**config.mk**
```make
export PLATFORM = sky130hd
export DESIGN_NAME = cipher_reg_front
export DESIGN_NICKNAME = d
export VERILOG_FILES = /design/src/rtl/cfr_pkg.sv /design/src/rtl/cfr_keybank.sv /design/src/rtl/cfr_chain.sv /design/src/rtl/cfr_seq.sv /design/src/rtl/cipher_reg_front.sv
export SDC_FILE = /design/constraint.sdc
export NUM_CORES = 1
export LEC_CHECK = 0
export ABC_AREA = 1
export CAP_MARGIN = 0
export CORE_ASPECT_RATIO = 0.5
export CORE_MARGIN = 3
export CORE_UTILIZATION = 30
export DETAILED_ROUTE_END_ITERATION = 6
export PLACE_DENSITY = 0.5
export SYNTH_ARGS = -nofsm -noshare
export SYNTH_HDL_FRONTEND = slang
export SYNTH_HIERARCHICAL = 1
export SYNTH_SLANG_ARGS = --single-unit
```
**constraint.sdc**
```tcl
create_clock -name clk -period 10.76 [get_ports clk]
set_input_delay 2.152 -clock clk [delete_from_list [all_inputs] [get_ports clk]]
set_output_delay 2.152 -clock clk [all_outputs]
set_load 0.05 [all_outputs]
```
**src/rtl/cfr_pkg.sv**
```systemverilog
package cfr_pkg;
    localparam int DW        = 32;
    localparam int BLK_W     = 64;
    localparam int KEY_WORDS = 6;
    localparam int KEY_W     = KEY_WORDS * DW;
    localparam int BLK_BYTES = BLK_W / 8;

    localparam logic [7:0] A_KEY_TOP = 8'h14;
    localparam logic [7:0] A_IV_HI   = 8'h18;
    localparam logic [7:0] A_IV_LO   = 8'h1C;
    localparam logic [7:0] A_CTRL    = 8'h20;
    localparam logic [7:0] A_LEN     = 8'h24;
    localparam logic [7:0] A_DAT_HI  = 8'h28;
    localparam logic [7:0] A_DAT_LO  = 8'h2C;
    localparam logic [7:0] A_REV     = 8'h30;
    localparam logic [7:0] A_DMA     = 8'h34;
    localparam logic [7:0] A_ISTS    = 8'h3C;
    localparam logic [7:0] A_IEN     = 8'h40;

    typedef enum logic [1:0] {ST_IN, ST_RUN, ST_OUT} seq_state_e;

    typedef struct packed {
        logic cbc;
        logic triple;
        logic encrypt;
    } mode_t;

    typedef struct packed {
        logic out_en;
        logic in_en;
        logic go;
    } dma_cfg_t;

    // pair-swapped, descending from the top key address
    function automatic logic [7:0] key_addr(input int idx);
        return A_KEY_TOP - 8'((idx ^ 1) * 4);
    endfunction

    function automatic logic [31:0] rev_word(input logic [2:0] maj, input logic [5:0] mnr);
        return {21'b0, maj, 2'b0, mnr};
    endfunction
endpackage

```
**src/rtl/cfr_keybank.sv**
```systemverilog
module cfr_keybank
    import cfr_pkg::*;
#(
    parameter int WORDS = KEY_WORDS
) (
    input  logic                clk,
    input  logic                rst,
    input  logic                wr_en,
    input  logic [7:0]          addr,
    input  logic [DW-1:0]       wdata,
    output logic [WORDS*DW-1:0] key,
    output logic                hit,
    output logic [DW-1:0]       rdata
);
    logic [DW-1:0]    kw  [WORDS];
    logic [WORDS-1:0] sel;

    for (genvar i = 0; i < WORDS; i++) begin : g_word
        assign sel[i] = (addr == key_addr(i));
        always_ff @(posedge clk) begin
            if (rst)                kw[i] <= '0;
            else if (wr_en && sel[i]) kw[i] <= wdata;
        end
        assign key[i*DW +: DW] = kw[i];
    end

    always_comb begin
        rdata = '0;
        for (int i = 0; i < WORDS; i++)
            if (sel[i]) rdata = kw[i];
        hit = |sel;
    end


    key_hold_chk: assert property (@(posedge clk) disable iff (rst)
        !wr_en |=> $stable(key));
endmodule

```
**src/rtl/cfr_chain.sv**
```systemverilog
module cfr_chain
    import cfr_pkg::*;
(
    input  logic             clk,
    input  logic             rst,
    input  mode_t            mode,
    input  logic [BLK_W-1:0] blk_in,
    input  logic             capture,
    input  logic [BLK_W-1:0] core_res,
    input  logic             iv_wr_hi,
    input  logic             iv_wr_lo,
    input  logic [DW-1:0]    wdata,
    output logic [BLK_W-1:0] core_din,
    output logic [BLK_W-1:0] iv,
    output logic [BLK_W-1:0] result
);
    logic whiten_in, whiten_out;

    assign whiten_in  = mode.cbc && mode.encrypt;
    assign whiten_out = mode.cbc && !mode.encrypt;
    assign core_din   = whiten_in ? (blk_in ^ iv) : blk_in;

    always_ff @(posedge clk) begin
        if (rst) begin
            iv     <= '0;
            result <= '0;
        end else if (capture) begin
            result <= whiten_out ? (core_res ^ iv) : core_res;
            if (mode.cbc) iv <= mode.encrypt ? core_res : blk_in;
        end else begin
            if (iv_wr_hi) iv[BLK_W-1:DW] <= wdata;
            if (iv_wr_lo) iv[DW-1:0]     <= wdata;
        end
    end


    iv_hold_chk: assert property (@(posedge clk) disable iff (rst)
        (!capture && !iv_wr_hi && !iv_wr_lo) |=> $stable(iv));
endmodule

```
**src/rtl/cfr_seq.sv**
```systemverilog
module cfr_seq
    import cfr_pkg::*;
(
    input  logic          clk,
    input  logic          rst,
    input  logic          len_wr,
    input  logic [28:0]   len_val,
    input  logic          go_wr,
    input  logic          pop,
    input  logic          core_done,
    input  logic          sts_wr,
    input  logic          ien_wr,
    input  logic [1:0]    flag_wdata,
    input  dma_cfg_t      dma,
    output logic          core_start,
    output logic          blk_done,
    output logic          in_rdy,
    output logic          out_rdy,
    output logic [DW-1:0] remaining,
    output logic [1:0]    sts,
    output logic [1:0]    ien,
    output logic          irq,
    output logic          dma_in_req,
    output logic          dma_out_req
);
    seq_state_e state;
    logic       in_rdy_q;
    logic [1:0] sts_nx;

    assign in_rdy   = (state == ST_IN) && (remaining != '0);
    assign out_rdy  = (state == ST_OUT);
    assign blk_done = core_done && (state == ST_RUN);

    always_comb begin
        sts_nx = sts;
        if (sts_wr) sts_nx = sts_nx & flag_wdata;
        if (in_rdy && !in_rdy_q) sts_nx[0] = 1'b1;
        if (blk_done) sts_nx[1] = 1'b1;
        if (pop && out_rdy) sts_nx[1] = 1'b0;
    end

    always_ff @(posedge clk) begin
        if (rst) begin
            state      <= ST_IN;
            remaining  <= '0;
            core_start <= 1'b0;
            in_rdy_q   <= 1'b0;
            sts        <= '0;
            ien        <= '0;
        end else begin
            core_start <= go_wr && in_rdy && !len_wr;
            in_rdy_q   <= in_rdy;
            sts        <= sts_nx;
            if (ien_wr) ien <= flag_wdata;
            if (len_wr) begin
                remaining <= {len_val, 3'b000};
                state     <= ST_IN;
            end else begin
                case (state)
                    ST_IN:  if (go_wr && in_rdy) state <= ST_RUN;
                    ST_RUN: if (core_done) state <= ST_OUT;
                    ST_OUT: if (pop) begin
                        remaining <= remaining - DW'(BLK_BYTES);
                        state     <= ST_IN;
                    end
                    default: state <= ST_IN;
                endcase
            end
        end
    end

    assign irq         = |(sts & ien);
    assign dma_in_req  = dma.go && dma.in_en && in_rdy;
    assign dma_out_req = dma.go && dma.out_en && out_rdy;


    start_run_chk: assert property (@(posedge clk) disable iff (rst)
        core_start |-> (state == ST_RUN));

    out_after_done_chk: assert property (@(posedge clk) disable iff (rst)
        $rose(out_rdy) |-> $past(core_done));

    dout_evt_chk: assert property (@(posedge clk) disable iff (rst)
        $rose(sts[1]) |-> $past(core_done));

    rem_step_chk: assert property (@(posedge clk) disable iff (rst)
        ((remaining != $past(remaining)) && !$past(len_wr)) |->
        (remaining == $past(remaining) - DW'(BLK_BYTES)));
endmodule

```
**src/rtl/cipher_reg_front.sv**
```systemverilog
module cipher_reg_front
    import cfr_pkg::*;
#(
    parameter int REV_MAJOR = 3,
    parameter int REV_MINOR = 5
) (
    input  logic             clk,
    input  logic             rst,
    input  logic             bus_wr,
    input  logic             bus_rd,
    input  logic [7:0]       bus_addr,
    input  logic [DW-1:0]    bus_wdata,
    output logic [DW-1:0]    bus_rdata,
    output logic             irq,
    output logic             dma_in_req,
    output logic             dma_out_req,
    output logic             core_start,
    output logic [KEY_W-1:0] core_key,
    output logic             core_triple,
    output logic             core_encrypt,
    output logic [BLK_W-1:0] core_din,
    input  logic             core_done,
    input  logic [BLK_W-1:0] core_dout
);
    localparam logic [DW-1:0] REV_VAL = rev_word(3'(REV_MAJOR), 6'(REV_MINOR));

    mode_t            mode;
    dma_cfg_t         dma;
    logic [BLK_W-1:0] blk, iv, result;
    logic             in_rdy, out_rdy, blk_done, key_hit;
    logic [DW-1:0]    key_rdata, remaining;
    logic [1:0]       sts, ien;

    function automatic logic wr_at(input logic [7:0] a);
        return bus_wr && (bus_addr == a);
    endfunction

    always_ff @(posedge clk) begin
        if (rst) begin
            mode <= '0;
            dma  <= '0;
            blk  <= '0;
        end else begin
            if (wr_at(A_CTRL)) mode <= mode_t'(bus_wdata[4:2]);
            if (wr_at(A_DMA))  dma  <= '{out_en: bus_wdata[6], in_en: bus_wdata[5], go: bus_wdata[0]};
            if (wr_at(A_DAT_HI) && in_rdy) blk[BLK_W-1:DW] <= bus_wdata;
            if (wr_at(A_DAT_LO) && in_rdy) blk[DW-1:0]     <= bus_wdata;
        end
    end

    cfr_keybank u_keys (
        .clk(clk), .rst(rst), .wr_en(bus_wr), .addr(bus_addr), .wdata(bus_wdata),
        .key(core_key), .hit(key_hit), .rdata(key_rdata)
    );

    cfr_chain u_chain (
        .clk(clk), .rst(rst), .mode(mode), .blk_in(blk), .capture(blk_done),
        .core_res(core_dout), .iv_wr_hi(wr_at(A_IV_HI)), .iv_wr_lo(wr_at(A_IV_LO)),
        .wdata(bus_wdata), .core_din(core_din), .iv(iv), .result(result)
    );

    cfr_seq u_seq (
        .clk(clk), .rst(rst), .len_wr(wr_at(A_LEN)), .len_val(bus_wdata[31:3]),
        .go_wr(wr_at(A_DAT_LO)), .pop(bus_rd && (bus_addr == A_DAT_LO)),
        .core_done(core_done), .sts_wr(wr_at(A_ISTS)), .ien_wr(wr_at(A_IEN)),
        .flag_wdata(bus_wdata[2:1]), .dma(dma), .core_start(core_start),
        .blk_done(blk_done), .in_rdy(in_rdy), .out_rdy(out_rdy), .remaining(remaining),
        .sts(sts), .ien(ien), .irq(irq), .dma_in_req(dma_in_req), .dma_out_req(dma_out_req)
    );

    assign core_triple  = mode.triple;
    assign core_encrypt = mode.encrypt;

    always_comb begin
        if (key_hit) bus_rdata = key_rdata;
        else begin
            case (bus_addr)
                A_IV_HI:  bus_rdata = iv[BLK_W-1:DW];
                A_IV_LO:  bus_rdata = iv[DW-1:0];
                A_CTRL:   bus_rdata = {27'b0, mode, in_rdy, out_rdy};
                A_LEN:    bus_rdata = remaining;
                A_DAT_HI: bus_rdata = result[BLK_W-1:DW];
                A_DAT_LO: bus_rdata = result[DW-1:0];
                A_REV:    bus_rdata = REV_VAL;
                A_DMA:    bus_rdata = {25'b0, dma.out_en, dma.in_en, 4'b0, dma.go};
                A_ISTS:   bus_rdata = {29'b0, sts, 1'b0};
                A_IEN:    bus_rdata = {29'b0, ien, 1'b0};
                default:  bus_rdata = '0;
            endcase
        end
    end


    blk_hold_chk: assert property (@(posedge clk) disable iff (rst)
        !in_rdy |=> $stable(blk));
endmodule

```
==> results.toml, run 1 <==
[floorplan]
chipHeight_um = 207.1
fp.dieW_um = 408.2
die_area_mm2 = 0.08455
fp.coreArea_mm2 = 0.07974
std_cell_rows = 73
initial_utilization_pct = 30.44
pin_count = 403

[timing]
finalHoldViolations = 0
clock_skew_ns = 0.01519
timing.fmax_mhz = 119.2
setup-tns-final_ns = 0
setup_viol_count_final = 0
max-slew-margin-rel_pct = 24.20
min_period_ns = 8.392
report.final.slew_viol_count = 0
worst_slew_pin_slew_ns = 1.136
period_share_pct = 77.99
rsz0062_at_grt = "no"

[pwr]
power.leakage_nw = 12.62
powerDensity_mw_per_mm2 = 124.4
peakVddDrop_uv = 100.3

[routing]
wl_met3_um = 11270
routed.top_layer = "met4"
totalWireLength_um = 108200
drcViolationCount = 0
drtIter0Drc = 2922
met2_length_um = 47070
detail-route-antenna-nets = 0
viasPerCell = 5.067
wl_per_cell_um = 22.72
dr.pass1.iters = 6
num_vias = 24140
wl_met1_um = 47550

[setup_path]
cp_common_cell = "nand2_1"
critical_path_required_ns = 8.61
cp_cell_sequence = "clkdlybuf4s50_1, inv_2, nand2_1, nor2_4, nand2_1, nand3_1, inv_1, o21ai_1, nand2_1, clkdlybuf4s50_1"
endpoint_kind = "output pin"
cp_data_arrival_time_ns = 6.24
critPathKind = "input pin to output pin"
crit_fanout = 34
cp_slowest_stage_delay_ns = 0.77
critPathLaunchType = "input pin"
cp_slowest_cell = "clkdlybuf4s50_1"

[placed_design]
place_area_mm2 = 0.02878
io_buffers = 402
dp_hpwl_um = 75740
gp_congestion = 0.9130

[layout]
utilization_pct = 37.85
design_area_mm2 = 0.03018
drive_gt1_share_pct = 4.573
nNetsFinal = 3753
area_delta_synth_final_pct = 24.37

[clock_tree]
cts_buffers = 45
cts_tree = "built"
clock_latency_ns = 0.58
path_clk_slew_ns = 0.06
cts.path.max_buffers = 3
htreeDepth = 2
root_buffer = "clkbuf_16"
cts_resized = 0
clkSinkCount = 427
postCtsHoldBufs = 0
cts_setup_buffers = 0

[global_routing]
grt_usage_pct = 24.45
grt_pass1_wl_um = 155300
first_global_vias = 21810
grt.overflow.total = 0
grt_max_degree = 104
antenna_found_initial = 4

[synthesis]
synthesis.area_mm2 = 0.02427
async_reset_ff_share_pct = 0
synthCells = 3385
ys_top_cells_by_area = "edfxtp_1 (24%), dfxtp_1 (19%), nand2_1 (12%), nand3_1 (7.5%), nor2_1 (6.2%)"
synth_top_area_cell = "edfxtp_1"
yosys_warnings = 6
yosysTopAreaCellShare_pct = 23.76
ys_types = 51
ys_seq_elements = 427
seq_area_frac_synth_pct = 43.14
syn_avg_cell_area_um2 = 7.169
ys.flop_type = "dfxtp_1"
synth_edf_count = 192

[hold_path]
hp-class = "flip-flop to flip-flop"

[run]
max-cap-violations = 0

[status]
status = "finished clean"
## where the power goes
group | total, mW | internal [mW] | leakage [nW] | switching [mW]
registers | 1.76 | 1.73 | 3.72 | 0.0308
clock network | 1.56 | 0.863 | 0.680 | 0.702
logic | 0.428 | 0.121 | 8.22 | 0.307
## kinds of logic (layout without fill, tap and decap cells)
| family | after synthesis | in the layout | share of synthesized area (%) |
|---|---|---|---|
| buf+inv | 597 | 884 | 10.70 |
| compound gates | 495 | 495 | 10.45 |
| other cells | 1 | 6 | 0.01545 |
| fa+ha+maj | 2 | 2 | 0.1031 |
| flops | 427 | 427 | 43.14 |
| xor+xnor | 69 | 69 | 2.490 |
| simple gates | 1794 | 1794 | 33.09 |
## synthesized netlist by cell type, types with 2 or more instances
cell,instances
buf_1,6
nand3_2,2
nand3_1,364
o21bai_1,2
a31oi_1,8
xnor2_1,2
nor4_1,2
nand2_2,14
inv_2,12
dfxtp_1,235
o21ai_1,69
o21ai_0,114
ha_1,2
nor2_2,8
nand2_4,4
nor2_1,401
edfxtp_1,192
a21oi_1,288
nor2_8,4
a22o_1,2
nor2_4,10
xor2_1,67
nand2_1,802
nor3_1,6
clkbuf_1,54
nand4_1,102
o211ai_1,2
nand3b_1,67
buf_2,132
buf_4,9
inv_1,362
nor3_4,3
buf_6,20
## sequential cells by signal (all words and copies together) (netlist names)
name              flops
blk                  64
core_encrypt          1
core_triple           1
dma                   3
mode                  1
u_chain/iv           64
u_chain/result       64
u_keys/kw           192
u_seq/core_start      1
u_seq/ien             2
u_seq/in_rdy_q        1
u_seq/remaining      29
u_seq/state           2
u_seq/sts             2
## final timing paths
check / startpoint / end / slack [ns] / cells after the start
min: blk[37] / blk[37] / 0.44 / 2
max reg2reg: core_encrypt / u_chain/result[2] / 7.29 / 7
max: bus_addr[3] / bus_rdata[14] / 2.37 / 10
min reg2reg: blk[37] / blk[37] / 0.44 / 2
## cell usage in the layout (no fill, tap or decap), types with 102 or more instances in the layout
cell type / instances
nand2_1: 799
nand3_1: 364
nor2_1: 401
clkdlybuf4s50_1: 402
a21oi_1: 288
o21ai_0: 113
dfxtp_1: 233
inv_1: 358
edfxtp_1: 192
nand4_1: 102
## layout make-up
type / count / area [um2]
sequential: 427 / 10480
inverter: 376 / 1431
fill: 8322 / 49560
clock buffer: 62 / 1260
timing repair buffer: 429 / 4227
tap: 1087 / 1360
clock inverter: 17 / 131.4
multi-input combinational: 2363 / 11290
antenna: 3 / 7.507
## per-stage QoR
| step | cells | total power, mW | setup WS (ns) | hold slack (ns) |
|---|---|---|---|---|
| 2_1_floorplan | 3387 | 2.017 | 4.769 | 0.3990 |
| 3_3_place_gp | 4682 | 2.225 | 2.400 | 0.4135 |
| 3_5_place_dp | 4682 | 2.226 | 2.415 | 0.4379 |
| 4_1_cts | 4761 | 3.778 | 2.395 | 0.4471 |
| 5_1_grt | 4762 | 3.866 | 2.107 | 0.4544 |
| 6_report | 4764 | 3.754 | 2.368 | 0.4438 |
## metal layers
| layer | track usage, % | vias up |
|---|---|---|
| met5 | 0 | - |
| met4 | 5.113 | 0 |
| met3 | 7.974 | 115 |
| met2 | 36.93 | 938 |
| met1 | 34.03 | 11550 |
| li1 | - | 11540 |
## worst max-delay path: cells and delay by family
family | cells | cell delay [ns]
buffers and inverters | 4 | 1.99
AOI/OAI and AO/OA | 1 | 0.50
and+or+nand+nor | 5 | 1.57
No activity file was read; power rests on OpenSTA's default activity.
==> inputs of run 2 (changes only) <==
==> constraint.sdc (replaced) <==
create_clock -name clk -period 8.5 [get_ports clk]
set_input_delay 1.7 -clock clk [delete_from_list [all_inputs] [get_ports clk]]
set_output_delay 1.7 -clock clk [all_outputs]
set_load 0.05 [all_outputs]
==> run 2 against run 1 <==
  * Combinational power rose by 27%
  * Worst hold slack got worse by 0.017 ns
  * Power rose by 30%
  * Critical endpoint unchanged
  * Via count rose by 0.49%
  * Non-clock buffer count rose by 1
  * Setup slack got worse by 0.80 ns
  * Clock-buffer cell count fell by 5
  * Critical path depth rose by 1
  * Cell count barely moved
  * First-iteration DRC count rose by 5.7%
  * Sequential cell count did not move
==> results.toml, run 2 (synthesized netlist as in run 1, its figures left out) <==
[timing]
hold_slack_ns = 0.4267
timing.fmax_mhz = 144.2
setup_viol_count_final = 0
setup-tns-final_ns = 0
period_share_pct = 81.59
rsz0062_at_grt = "no"
finalHoldViolations = 0
clock_skew_ns = 0.01775
min_period_ns = 6.935
worst_slew_pin_slew_ns = 1.199
report.final.slew_viol_count = 0
max-slew-margin-rel_pct = 20.09
worst_slack_ns = 1.565

[global_routing]
grt_usage_pct = 24.56
grt.overflow.total = 0
grt_max_degree = 155
grt_pass1_wl_um = 156200
first_global_vias = 22220
antenna_found_initial = 7

[floorplan]
initial_utilization_pct = 30.44
die_area_mm2 = 0.08455
fp.coreArea_mm2 = 0.07974
pin_count = 403
std_cell_rows = 73
chipHeight_um = 207.1
fp.dieW_um = 408.2

[clock_tree]
root_buffer = "clkbuf_16"
postCtsHoldBufs = 0
cts_setup_buffers = 0
cts_tree = "built"
clkSinkCount = 427
cts_buffers = 45
path_clk_slew_ns = 0.07
htreeDepth = 2
cts.path.max_buffers = 3
clock_latency_ns = 0.58
cts_resized = 0

[setup_path]
cp_slowest_cell = "inv_1"
cp_cell_sequence = "clkdlybuf4s50_1, inv_2, nand2_1, nor2_4, buf_4, nand2_1, nand3_1, inv_1, o21ai_1, nand2_1, buf_4"
r2r_end = "u_chain/iv[28]"
endpoint_kind = "output pin"
critPathKind = "input pin to output pin"
crit_fanout = 34
cp_common_cell = "nand2_1"
timing.rr.start = "mode[2]"
critPathLaunchType = "input pin"
cp_data_arrival_time_ns = 5.24
reg2reg_depth = 5
cp_slowest_stage_delay_ns = 0.87
r2r_slack_ns = 5.28
critical_path_required_ns = 6.80

[layout]
drive_gt1_share_pct = 5.605
fin_cells = 4768
area_delta_synth_final_pct = 24.67
nNetsFinal = 3754
fillCellCount = 8260
top_register = "u_keys/kw"
layout_common_cells = "nand2_1 (799), nor2_1 (401), clkdlybuf4s50_1 (370), nand3_1 (364), inv_1 (358)"
final_common_cell = "nand2_1"
largest_register_ffs = 192

[pwr]
powerDensity_mw_per_mm2 = 161.4
total_power_mw = 4.885
peakVddDrop_uv = 123.8
power.leakage_nw = 12.74

[status]
status = "finished clean"

[routing]
totalWireLength_um = 108700
num_vias = 24260
routed.top_layer = "met4"
detail-route-antenna-nets = 0
viasPerCell = 5.088
drtIter0Drc = 3088
drcViolationCount = 0
wl_per_cell_um = 22.79
dr.pass1.iters = 5
wl_met1_um = 48480
met2_length_um = 45790
wl_met3_um = 10510

[placed_design]
gp_congestion = 0.9235
pre_cts_ws_ns = 1.625
post-place-cells = 4683
dp_hpwl_um = 76410
io_buffers = 402

[hold_path]
hold_path_startpoint = "u_seq/in_rdy_q"
hp-class = "flip-flop to flip-flop"
hold-path-endpoint = "u_seq/sts[0]"
worst_hold_path.num_cells = 1

[run]
max-cap-violations = 0
==> run 2: worst max-delay path: cells and delay by family <==
family / cells / cell delay, ns
AOI/OAI and AO/OA: 1 / 0.48
buffers and inverters: 5 / 2.14
and+or+nand+nor: 5 / 0.84
==> run 2: final cells by class <==
class	count	area (um2)	share of cell area [%]
Clock buffer	57	1244	4.111
Sequential cell	427	10480	34.63
Inverter	376	1430	4.727
Clock inverter	22	275.3	0.9098
Multi-Input combinational cell	2363	11290	37.31
Timing Repair Buffer	430	4167	13.77
Tap cell	1087	1360	4.495
Antenna cell	6	15.01	0.04963
==> run 2: power by group <==
part | leakage [nW] | internal [mW] | switching [mW]
Combinational | 8.29 | 0.153 | 0.389
Sequential | 3.72 | 2.19 | 0.0404
Clock | 0.728 | 1.22 | 0.892
Total | 12.7 | 3.56 | 1.32
==> run 2: stage by stage <==
stage / utilization, % / cell area, um2
after floorplan: - / 24280
after global routing: 37.94 / 30250
after global placement: 36.02 / 28720
after CTS: 37.92 / 30240
after detailed placement: 36.02 / 28720
final: 37.94 / 30260
==> run 2: metal layers <==
layer / GRT usage, % / vias up
met5: 0 / -
met4: 8.601 / 0
met3: 7.398 / 168
met2: 35.79 / 974
met1: 34.32 / 11570
li1: - / 11550
==> run 2: worst max path at each step <==
stage | startpoint | end | slack [ns] | depth (start not counted)
after global routing | bus_addr[3] | bus_rdata[14] | 1.34 | 11
final | bus_addr[3] | bus_rdata[14] | 1.56 | 11
after detailed placement | bus_addr[3] | bus_rdata[10] | 1.63 | 11
after global placement | bus_addr[3] | bus_rdata[14] | 1.54 | 11
after CTS | bus_addr[3] | bus_rdata[10] | 1.61 | 11
after floorplan | bus_addr[5] | bus_rdata[0] | 3.41 | 11
